`src/rtl/pxt_pkg.sv`:
```
package pxt_pkg;
    localparam int PHASE_W = 6;
    localparam int NSLOT   = 1 << PHASE_W;
    localparam int NCLK    = 3;
    localparam int ADDR_W  = 4;
    localparam int WV_RG   = 0;
    localparam int WV_H1   = 1;
    localparam int WV_H2   = 2;

    typedef logic [PHASE_W-1:0] pos_t;
    localparam pos_t LAST_POS = pos_t'(NSLOT - 1);

    typedef struct packed {
        pos_t rise;
        pos_t fall;
        logic inv;
    } wave_t;

    typedef struct packed {
        wave_t [NCLK-1:0] wave;
        pos_t             shp;
        pos_t             shd;
    } timing_t;

    typedef enum logic [ADDR_W-1:0] {
        A_RG_RISE = 4'd0,
        A_RG_FALL = 4'd1,
        A_H1_RISE = 4'd2,
        A_H1_FALL = 4'd3,
        A_H2_RISE = 4'd4,
        A_H2_FALL = 4'd5,
        A_SHP     = 4'd6,
        A_SHD     = 4'd7,
        A_POL     = 4'd8
    } reg_addr_e;

    function automatic timing_t reset_timing();
        timing_t t;
        t.wave[WV_RG].rise = pos_t'(0);
        t.wave[WV_RG].fall = pos_t'(8);
        t.wave[WV_RG].inv  = 1'b0;
        t.wave[WV_H1].rise = pos_t'(0);
        t.wave[WV_H1].fall = pos_t'(32);
        t.wave[WV_H1].inv  = 1'b0;
        t.wave[WV_H2].rise = pos_t'(32);
        t.wave[WV_H2].fall = pos_t'(0);
        t.wave[WV_H2].inv  = 1'b0;
        t.shp = pos_t'(24);
        t.shd = pos_t'(56);
        return t;
    endfunction

    function automatic logic wave_level(pos_t ph, wave_t w);
        logic on;
        if (w.rise < w.fall)      on = (ph >= w.rise) && (ph < w.fall);
        else if (w.rise > w.fall) on = (ph >= w.rise) || (ph < w.fall);
        else                      on = 1'b0;
        return on ^ w.inv;
    endfunction
endpackage

```
`src/rtl/pxt_phase_ctr.sv`:
```
module pxt_phase_ctr
    import pxt_pkg::*;
(
    input  logic clk,
    input  logic rst,
    input  logic div2_en,
    output pos_t phase,
    output logic adv,
    output logic wrap
);
    logic tog;

    assign adv  = !div2_en || tog;
    assign wrap = adv && (phase == LAST_POS);

    always_ff @(posedge clk) begin
        if (rst) begin
            phase <= '0;
            tog   <= 1'b0;
        end else begin
            tog <= div2_en ? !tog : 1'b0;
            if (adv) phase <= phase + 1'b1;
        end
    end

    assert_wrap_to_zero_R1: assert property (@(posedge clk) disable iff (rst)
        wrap |=> (phase == '0));

    assert_half_rate_R10: assert property (@(posedge clk) disable iff (rst)
        (div2_en && adv) ##1 div2_en |-> !adv);

    assert_hold_when_idle_R10: assert property (@(posedge clk) disable iff (rst)
        !adv |=> $stable(phase));
endmodule

```
`src/rtl/pxt_cfg_bank.sv`:
```
module pxt_cfg_bank
    import pxt_pkg::*;
(
    input  logic              clk,
    input  logic              rst,
    input  logic              wr_en,
    input  logic [ADDR_W-1:0] wr_addr,
    input  pos_t              wr_data,
    input  logic              commit,
    output timing_t           live
);
    timing_t staged;

    always_ff @(posedge clk) begin
        if (rst) begin
            staged <= reset_timing();
            live   <= reset_timing();
        end else begin
            if (commit) live <= staged;
            if (wr_en) begin
                case (wr_addr)
                    A_RG_RISE: staged.wave[WV_RG].rise <= wr_data;
                    A_RG_FALL: staged.wave[WV_RG].fall <= wr_data;
                    A_H1_RISE: staged.wave[WV_H1].rise <= wr_data;
                    A_H1_FALL: staged.wave[WV_H1].fall <= wr_data;
                    A_H2_RISE: staged.wave[WV_H2].rise <= wr_data;
                    A_H2_FALL: staged.wave[WV_H2].fall <= wr_data;
                    A_SHP:     staged.shp <= wr_data;
                    A_SHD:     staged.shd <= wr_data;
                    A_POL: begin
                        for (int i = 0; i < NCLK; i++)
                            staged.wave[i].inv <= wr_data[i];
                    end
                    default: ;
                endcase
            end
        end
    end

    assert_live_held_R9: assert property (@(posedge clk) disable iff (rst)
        !commit |=> $stable(live));
endmodule

```
`src/rtl/pxt_timing_gen.sv`:
```
module pxt_timing_gen
    import pxt_pkg::*;
(
    input  logic              clk,
    input  logic              rst,
    input  logic              div2_en,
    input  logic              wr_en,
    input  logic [ADDR_W-1:0] wr_addr,
    input  logic [PHASE_W-1:0] wr_data,
    output logic              rg,
    output logic              h1,
    output logic              h2,
    output logic              h3,
    output logic              h4,
    output logic              shp,
    output logic              shd,
    output logic              pix_start
);
    pos_t      phase;
    logic      adv;
    logic      wrap;
    timing_t   live;
    logic [NCLK-1:0] lvl;

    pxt_phase_ctr u_ctr (
        .clk     (clk),
        .rst     (rst),
        .div2_en (div2_en),
        .phase   (phase),
        .adv     (adv),
        .wrap    (wrap)
    );

    pxt_cfg_bank u_cfg (
        .clk     (clk),
        .rst     (rst),
        .wr_en   (wr_en),
        .wr_addr (wr_addr),
        .wr_data (wr_data),
        .commit  (wrap),
        .live    (live)
    );

    for (genvar g = 0; g < NCLK; g++) begin : g_wave
        assign lvl[g] = wave_level(phase, live.wave[g]);
    end

    assign rg        = lvl[WV_RG];
    assign h1        = lvl[WV_H1];
    assign h2        = lvl[WV_H2];
    assign h3        = lvl[WV_H1];
    assign h4        = lvl[WV_H2];
    assign shp       = (phase == live.shp);
    assign shd       = (phase == live.shd);
    assign pix_start = (phase == '0);

    assert_marker_one_slot_R1: assert property (@(posedge clk) disable iff (rst)
        (pix_start && adv) |=> !pix_start);

    assert_shp_one_slot_R8: assert property (@(posedge clk) disable iff (rst)
        (shp && adv && phase != LAST_POS) |=> !shp);

    assert_shd_one_slot_R8: assert property (@(posedge clk) disable iff (rst)
        (shd && adv && phase != LAST_POS) |=> !shd);
endmodule

```
`config.mk`:
```
export PLATFORM = sky130hd
export DESIGN_NAME = pxt_timing_gen
export DESIGN_NICKNAME = d
export VERILOG_FILES = /design/src/rtl/pxt_pkg.sv /design/src/rtl/pxt_phase_ctr.sv /design/src/rtl/pxt_cfg_bank.sv /design/src/rtl/pxt_timing_gen.sv
export SDC_FILE = /design/constraint.sdc
export NUM_CORES = 1
export LEC_CHECK = 0
export BUFFER_PORTS_ARGS = -buffer_cell sky130_fd_sc_hd__buf_2
export CAP_MARGIN = 20
export CORE_UTILIZATION = 51
export DETAILED_ROUTE_END_ITERATION = 10
export GPL_TIMING_DRIVEN = 0
export PLACE_DENSITY = 0.68
export SLEW_MARGIN = 20
export SYNTH_ARGS = -nofsm -noshare
export SYNTH_HDL_FRONTEND = slang
export SYNTH_SLANG_ARGS = --single-unit
```
`constraint.sdc`:
```
create_clock -name clk -period 4.6 [get_ports clk]
set_input_delay 0.92 -clock clk [delete_from_list [all_inputs] [get_ports clk]]
set_output_delay 0.92 -clock clk [all_outputs]
set_load 0.005 [all_outputs]
```
Word level (Yosys, flattened, before mapping)
Cells that the tools add are included.
W data, S select, Z words.

word-level totals
  bits of input ports = 14
  output and inout bits = 8
  flip-flop bits (word level) = 109

operators by class
  reduce and logical (&&, ||, !) cells = 22
  magnitude comparators = 12
  equality and inequality tests = 11
  muxes and demuxes = 6
  $add $sub $neg = 1
  bitwise operators = 4

operators by type and width
  kind                   count
  $lt A6 B6 Y1           6
  $ge A6 B6 Y1           3
  $gt A6 B6 Y1           3
  $reduce_and A2 Y1      9
  $eq A4 B3 Y1 const B   4
  $eq A6 B6 Y1           2
  $eq A4 B2 Y1 const B   2
  $add A6 B1 Y6 const B  1
  $eq A6 B6 Y1 const B   1
  $logic_not A6 Y1       1
  $mux W1                6
  $eq A4 B1 Y1 const B   1
  $eq A4 B4 Y1 const B   1
  $logic_and A1 B1 Y1    4
  $logic_not A4 Y1       1
  $logic_or A1 B1 Y1     4
  $xor A1 B1 Y1          3
  $logic_not A1 Y1       2
  $reduce_or A2 Y1       1
  $not A1 Y1             1

Logic depth before layout (Yosys ltp)
Gate-level depths: netlist of run 1.

  depth after elaboration = 5
  gate-level depth with buffers = 10
  gate-level depth less buffers = 8

By module
A second synthesis of run 1 with hierarchy kept.

unflattened totals
  cells, all modules = 576
  area total of the unflattened synthesis = 5,674.2 um^2

modules (own cells, without submodules)
  module          area each (um^2)  cells each  instances
  pxt_cfg_bank    3,857.4           352         1
  pxt_timing_gen  1,498.9           188         1
  pxt_phase_ctr   317.8             36          1

Least setup slack after synthesis of run 1
OpenSTA, ideal clock, no wires.

  kind = reg2out
  start = register, netlist name u_cfg.live[29]
  end = output h3
  data required time = 3.680 ns
  slack = 1.822 ns
  arrival time = 1.858 ns
  buffers on the path = 1
  cell stages (with the launch flop) = 10
  cells stage by stage = dfxtp_1 inv_1 ha_1 a21oi_1 nor2_1 a2111oi_0 nand3_1 o31ai_1 xor2_1 buf_4

on the way
  cells in the longest elaborated chain, start to end = 5

RTL lines
  element             line                          text
  $lt A6 B6 Y1        pxt_pkg.sv:55, pxt_pkg.sv:56
  $logic_or A1 B1 Y1  pxt_pkg.sv:56                 else if (w.rise > w.fall) on = (ph >= w.rise) || (ph < w.fall);
  $mux W1             pxt_pkg.sv:56
  $mux W1 (*)         pxt_pkg.sv:55                 if (w.rise < w.fall) on = (ph >= w.rise) && (ph < w.fall);
  $xor A1 B1 Y1 (*)   pxt_pkg.sv:58                 return on ^ w.inv;
  to (decl)           pxt_timing_gen.sv:13          output logic h3,

Every way passes the cells marked *; elsewhere a longest branch is shown, timed or not.

Worst setup path in the final report of run 1
  start = register, netlist name u_cfg.live[44]
  end = output h4

on the way
  cells in the longest elaborated chain, start to end = 5

RTL lines
  element             line                          text
  $lt A6 B6 Y1        pxt_pkg.sv:55, pxt_pkg.sv:56
  $logic_or A1 B1 Y1  pxt_pkg.sv:56
  $mux W1             pxt_pkg.sv:56
  $mux W1 (*)         pxt_pkg.sv:55
  $xor A1 B1 Y1 (*)   pxt_pkg.sv:58
  to (decl)           pxt_timing_gen.sv:14          output logic h4,

Marks and branches as above.

==> qor.yml, run 1 <==
power_and_ir_drop:
  clock_power_share: 0.371
  power_density_mw_per_mm2: 292
  seqPwrFrac: 0.559
  comb_power_share: 0.070
  p_switching_w: 0.000412
  p_sw_frac: 0.239
  p_int_w: 0.00131
  p_leak_nw: 2.36
  peakVddDrop_mv: 0.203
timing:
  period_minus_slack_ps: 3580
  max_freq_ghz: 0.279
  rsz0062_at_grt: "no"
  timing.final.max_slew_violations: 0
  tns_ps: 0
  final_hold_viol_count: 0
  worst_pin_slew_ps: 681
  fin_skew_ps: 7.36
  fin_ws_ps: 1020
  hold_slack_ps: 457
  setup_viol: 0
  relSlewSlack: 0.534
  finalCritPeriodShare: 0.778
die:
  coreArea_mm2: 0.0103
  dieArea_mm2: 0.0111
  die_y_um: 105
  io_pins: 22
  die_x_um: 105
  rows: 37
  initial_core_util: 0.526
cts:
  post_cts_resized: 0
  htreeDepth: 3
  cts_root_buf: "clkbuf_8"
  post_cts_buffers: 0
  numCtsBuffers: 9
  cts_tree: "yes"
  cts_sinks: 109
  ctsHoldBuffers: 0
  path_clk_slew_ps: 100
  clk_latency_ps: 370
  clock_path_buffers: 2
finish:
  fillers: 960
  ff_latch_area_mm2: 0.00218
  multi_input_area_mm2: 0.00288
  fin_area_mm2: 0.00589
  nets: 727
  syn_to_final_growth_pct: 8.50
  antenna_cells: 0
  drive_gt1_frac: 0.0932
synthesis:
  syn_inst: 635
  synth.avg_cell_area_um2: 8.56
  synth_most_common_cell: "nand2_1"
  seq_area_frac_synth: 0.402
  synth.top_cells.by_count: "118 x nand2_1, 109 x dfxtp_1, 78 x a21oi_1"
  synth_edf_count: 0
  synth.distinct_cells: 38
  synth_ff_type: "dfxtp_1"
  synth.largest_area_cell: "dfxtp_1"
  yosys-top-cells-area: "dfxtp_1 40%, ha_1 12%, nand2_1 8.2%"
  syn_nets: 702
  synth.cell_area_mm2: 0.00543
  synth_warnings: 0
  ys_ff_latch: 109
  synthArstFlopShare: 0
  synth_top_area_frac: 0.402
critical_path:
  cp.required_ps: 3680
  cp-start-kind: "flop"
  endpoint_kind: "primary output"
  crit_fanout: 3
  crit_type: "flop to primary output"
  crit_arrival_ps: 2660
global_routing:
  grt_overflow: 0
  grtUsageMet3: 0.0241
  use_met2: 0.369
  busiest_layer: "met2"
  grt_usage: 0.239
  met1_usage: 0.346
  grt_pass1_wl_um: 20600
  grt_max_degree: 19
  antenna_found_initial: 0
  grt_pass1_vias: 4120
worst_hold_path:
  hp-class: "flop to flop"
placed_design:
  routabilityCongestion: 0.853
  pre_cts_slack_ps: 1500
  place_hpwl_um: 9560
  dpl_cell_area_mm2: 0.00567
  port_buffers: 14
drt:
  drt_iter0_drc: 267
  wl_um: 12300
  drc: 0
  viasPerCell: 5.28
  drt_pass1_iterations: 4
  post_drt_wl_per_cell_um: 15.4
  vias: 4232
  drtAntennaViolNets: 0
status:
  status: "completed"
run:
  cap_violations: 0
[through the flow]
step,instances,power [W],util
6_report,801,0.00172,0.571
4_1_cts,801,0.00173,0.571
5_1_grt,801,0.00178,0.571
3_3_place_gp,785,0.00110,0.550
2_1_floorplan,635,0.00107,-
3_5_place_dp,785,0.00111,0.550
[logic make-up (layout without fill, tap and decap cells)]
kind of cell,Yosys count,count (layout),share of synthesized area
xor gates and xnor gates,19,19,0.0306
DFF,109,109,0.402
buffers and inverters,80,110,0.0677
muxes,35,35,0.0645
adders and majority gates,53,53,0.122
and+or+nand+nor,237,237,0.202
AOI/OAI and AO/OA,102,102,0.111
[worst paths after layout]
path                                     start             end  slack (ps)  cells after the start
worst max-delay path            u_cfg.live[44]              h4        1020                     10
worst min-delay path            u_cfg.live[27]  u_cfg.live[27]         460                      2
worst max register to register  u_ctr.phase[1]  u_cfg.live[42]        2530                      8
worst min register to register  u_cfg.live[27]  u_cfg.live[27]         460                      2
[cells in the final DEF (no fill, tap or decap), types with 2 or more instances in the layout]
cell type     n
nand2_1     118
bufinv_16     2
nand2b_1      9
mux2i_1      35
clkbuf_8      9
nand3b_1      5
a2111oi_0     2
nand3_1      10
xnor2_1       9
inv_1        41
clkinvlp_4    2
nor2b_1       5
o221a_2       4
xor2_1       10
or3_1         2
buf_6         4
o31ai_1       3
nand4_1      12
dfxtp_1     109
nor2_1       60
clkbuf_1     21
buf_2        20
nor3_1        2
a21oi_1      78
buf_4         8
a211o_1      11
nand3b_2      2
nor3b_4       2
ha_1         53
o221ai_1      3
[registers in the layout, summed over array words and instances (netlist names)]
register / flops
u_cfg.live: 51
u_ctr.phase: 6
u_cfg.staged: 51
u_ctr.tog: 1
[per-layer routing]
metal / vias to the layer above / share of wire
met5: - / 0
met4: 0 / 0.017
met3: 15 / 0.033
met2: 66 / 0.44
met1: 1976 / 0.51
li1: 2175 / -
[critical path: stages, from the launching register on]
cell and delay, ps:
dfxtp_1 370, inv_1 80, ha_1 330, nand4_1 130, a21oi_1 50, a2111oi_0 610, nand3_1 140, o31ai_1 110
xor2_1 230, buf_4 140, buf_2 100
[final cells by class]
| class | instances | share of cell area |
|---|---|---|
| repair buffers | 14 | 0.0119 |
| clock inverters | 7 | 0.0166 |
| clock buffers | 9 | 0.0210 |
| well taps | 136 | 0.0289 |
| flip-flops and latches | 109 | 0.370 |
| plain buffers | 39 | 0.0363 |
| multi-input cells | 446 | 0.489 |
| inverters | 41 | 0.0261 |
[power groups by stage]
stage	registers (W)	logic [W]	clock network, W
after floorplan	0.000980	0.0000849	0
after global placement	0.000984	0.000119	0
after detailed placement	0.000985	0.000122	0
after CTS	0.000963	0.000123	0.000644
after global routing	0.000964	0.000136	0.000678
final	0.000963	0.000121	0.000639
(Power assumes the default switching activity.)
==> run 2, diff against run 1 <==
--- a/config.mk
+++ b/config.mk
@@ -10,7 +10,7 @@
 export CORE_UTILIZATION = 51
 export DETAILED_ROUTE_END_ITERATION = 10
 export GPL_TIMING_DRIVEN = 0
-export PLACE_DENSITY = 0.68
+export PLACE_DENSITY = 0.7
 export SLEW_MARGIN = 20
 export SYNTH_ARGS = -nofsm -noshare
 export SYNTH_HDL_FRONTEND = slang
==> constraint.sdc (replaced) <==
create_clock -name clk -period 3.16 [get_ports clk]
set_input_delay 0.632 -clock clk [delete_from_list [all_inputs] [get_ports clk]]
set_output_delay 0.632 -clock clk [all_outputs]
set_load 0.005 [all_outputs]
==> run 2 against run 1 <==
Net effect:
- clock skew grew 2.8 ps
- die area is the same
- core utilization grew 0.64 points
- clock power grew 30%
- count of clock-buffer cells in the layout grew 3
- non-clock buffer count grew 5
- via count grew 2.3%
- critical path depth shrank 1
- first-iteration DRC count shrank 6.7%
- critical path type unchanged
- highest routed layer unchanged
==> qor.yml, run 2 (synthesized netlist as in run 1, its figures left out) <==
drt:
  wl_um: 12500  # was 12300 um
  post_drt_wl_per_cell_um: 15.5  # was 15.4 um
  drtAntennaViolNets: 0  # unchanged
  met2WireLength_um: 5470  # was 5440 um
  viasPerCell: 5.38  # was 5.28
  topRoutingLayerUsed: "met4"  # unchanged
  dr_wl_met3_um: 498  # was 411 um
  drc: 0  # unchanged
  drt-met1-wl_um: 6240  # was 6260 um
  drt_pass1_iterations: 5  # was 4
  vias: 4329  # was 4232
  drt_iter0_drc: 249  # was 267
die:
  die_y_um: 105  # unchanged
  rows: 37  # unchanged
  initial_core_util: 0.526  # unchanged
  dieArea_mm2: 0.0111  # unchanged
  io_pins: 22  # unchanged
  die_x_um: 105  # unchanged
  coreArea_mm2: 0.0103  # unchanged
critical_path:
  reg2reg_depth: 8  # unchanged
  path_buf_inv: 3  # unchanged
  crit_type: "flop to primary output"  # unchanged
  cp.depth: 9  # was 10
  path_cells: "inv_1 -> ha_1 -> nand4_1 -> a21oi_1 -> a2111oi_4 -> o31ai_2 -> xor2_1 -> buf_4 -> buf_2"  # was inv_1 -> ha_1 -> nand4_1 -> a21oi_1 -> a2111oi_0 -> nand3_1 -> o31ai_1 -> xor2_1 -> buf_4 -> buf_2
  cp-start-kind: "flop"  # unchanged
  crit_fanout: 3  # unchanged
  slowest_stage: "ha_1"  # was a2111oi_0
  crit_arrival_ps: 2440  # was 2660 ps
  cp.required_ps: 2530  # was 3680 ps
  path_delay_family: "compound AO/OA/AOI/OAI gates"  # unchanged
  endpoint_kind: "primary output"  # unchanged
  max_stage_delay_ps: 390  # was 610 ps
cts:
  clk_latency_ps: 360  # was 370 ps
  cts_root_buf: "clkbuf_8"  # unchanged
  path_clk_slew_ps: 100  # about the same
  numCtsBuffers: 9  # unchanged
  clock_path_buffers: 2  # unchanged
  cts_sinks: 109  # unchanged
  cts_tree: "yes"  # unchanged
  ctsHoldBuffers: 0  # unchanged
  htreeDepth: 3  # unchanged
global_routing:
  antenna_found_initial: 0  # unchanged
  grt_overflow: 0  # unchanged
  grt_max_degree: 17  # was 19
  grt_pass1_wl_um: 20400  # was 20600 um
  grt_pass1_vias: 4042  # was 4120
  grt_usage: 0.234  # was 0.239
power_and_ir_drop:
  clock_power_share: 0.343  # was 0.371
  peakVddDrop_mv: 0.243  # was 0.203 mV
  p_leak_nw: 2.38  # was 2.36 nW
  power_density_mw_per_mm2: 407  # was 292 mW/mm2
  power_w: 0.00243  # was 0.00172 W
  seqPwrFrac: 0.577  # was 0.559
  p_int_w: 0.00186  # was 0.00131 W
  p_switching_w: 0.000569  # was 0.000412 W
  p_sw_frac: 0.234  # was 0.239
  comb_power_share: 0.080  # was 0.070
timing:
  setup_viol: 0  # unchanged
  fin_skew_ps: 10.1  # was 7.36 ps
  tns_ps: 0  # unchanged
  hold_slack_ps: 458  # was 457 ps
  final_hold_viol_count: 0  # unchanged
  worst_pin_slew_ps: 630  # was 681 ps
  timing.final.max_slew_violations: 0  # unchanged
  relSlewSlack: 0.578  # was 0.534
  finalCritPeriodShare: 0.971
  period_minus_slack_ps: 3070
  fin_ws_ps: 92.7  # was 1020 ps
  max_freq_ghz: 0.326
finish:
  syn_to_final_growth_pct: 9.72  # was 8.50%
  layout.cells.most_common_list: "118 x nand2_1, 108 x dfxtp_1, 78 x a21oi_1, 60 x nor2_1, 53 x ha_1"  # was 118 x nand2_1, 109 x dfxtp_1, 78 x a21oi_1, 60 x nor2_1, 53 x ha_1
  drive_gt1_frac: 0.109  # was 0.0932
  reg.largest.list: "u_cfg.live (51), u_cfg.staged (51), u_ctr.phase (6)"  # unchanged
  ff_latch_area_mm2: 0.00218  # about the same
  antenna_cells: 0  # unchanged
  nets: 732  # was 727
  mostFrequentLayoutCell: "nand2_1"  # unchanged
  multi_input_area_mm2: 0.00294  # was 0.00288 mm2
  fillers: 930  # was 960
placed_design:
  pre_cts_slack_ps: 343  # was 1500 ps
  routabilityCongestion: 0.831  # was 0.853
  port_buffers: 14  # unchanged
  place_hpwl_um: 9410  # was 9560 um
status:
  status: "completed"  # unchanged
worst_hold_path:
  hp-class: "flop to flop"  # unchanged
  whs_path_depth: 2  # unchanged
run:
  cap_violations: 0  # unchanged
==> run 2: changes by cell type in the layout (fill, tap and decap cells not counted), sizes merged <==
cell,delta
inv,-2
buf,+5
clkinv,-1
clkbuf,+3
bufinv,-1
==> run 2: worst paths after layout <==
path                   from        endpoint  slack, ps
max reg2reg  u_ctr.phase[3]  u_cfg.live[21]       1280
min          u_cfg.live[27]  u_cfg.live[27]        460
min reg2reg  u_cfg.live[27]  u_cfg.live[27]        460
max          u_cfg.live[44]              h4         90
==> run 2: stage by stage <==
step,std cells,utilization,area (um2)
CTS,802,0.571,5900
detailed placement,785,0.550,5670
finish,805,0.577,5960
global route,805,0.577,5960
global placement,785,0.550,5670
floorplan,635,-,5430
==> run 2: final cells by class <==
| cell class | instances | area share |
|---|---|---|
| plain buffers | 39 | 0.0359 |
| clock buffers | 12 | 0.0243 |
| clock inverters | 3 | 0.00777 |
| inverters | 41 | 0.0264 |
| multi-input cells | 446 | 0.493 |
| flip-flops and latches | 109 | 0.366 |
| well taps | 136 | 0.0285 |
| repair buffers | 19 | 0.0181 |
==> run 2: power groups by stage <==
stage / clock (W) / sequential (W) / combinational (W)
finish: 0.000832 / 0.00140 / 0.000194
global route: 0.000895 / 0.00140 / 0.000215
CTS: 0.000841 / 0.00140 / 0.000185
detailed placement: 0 / 0.00143 / 0.000177
global placement: 0 / 0.00143 / 0.000173
floorplan: 0 / 0.00143 / 0.000124
==> run 2: what timing repair did <==
item,4_1_cts,5_1_grt
endpoints found under the setup margin,2,5
setup buffers,2,3
resized for setup,5,7
pin swaps,0,7
cloned,0,0
==> run 2: per-layer routing <==
metal  track usage  up-vias
met5             0        -
met1         0.338     2028
met4        0.0775        0
met2         0.361       88
li1              -     2189
met3        0.0303       24
==> run 2: tightest hold or removal path: cells and delay by family, from the launching register on <==
family / cells / cell delay, ps
compound gates: 1 / 50
flops: 1 / 320
simple gates: 1 / 50
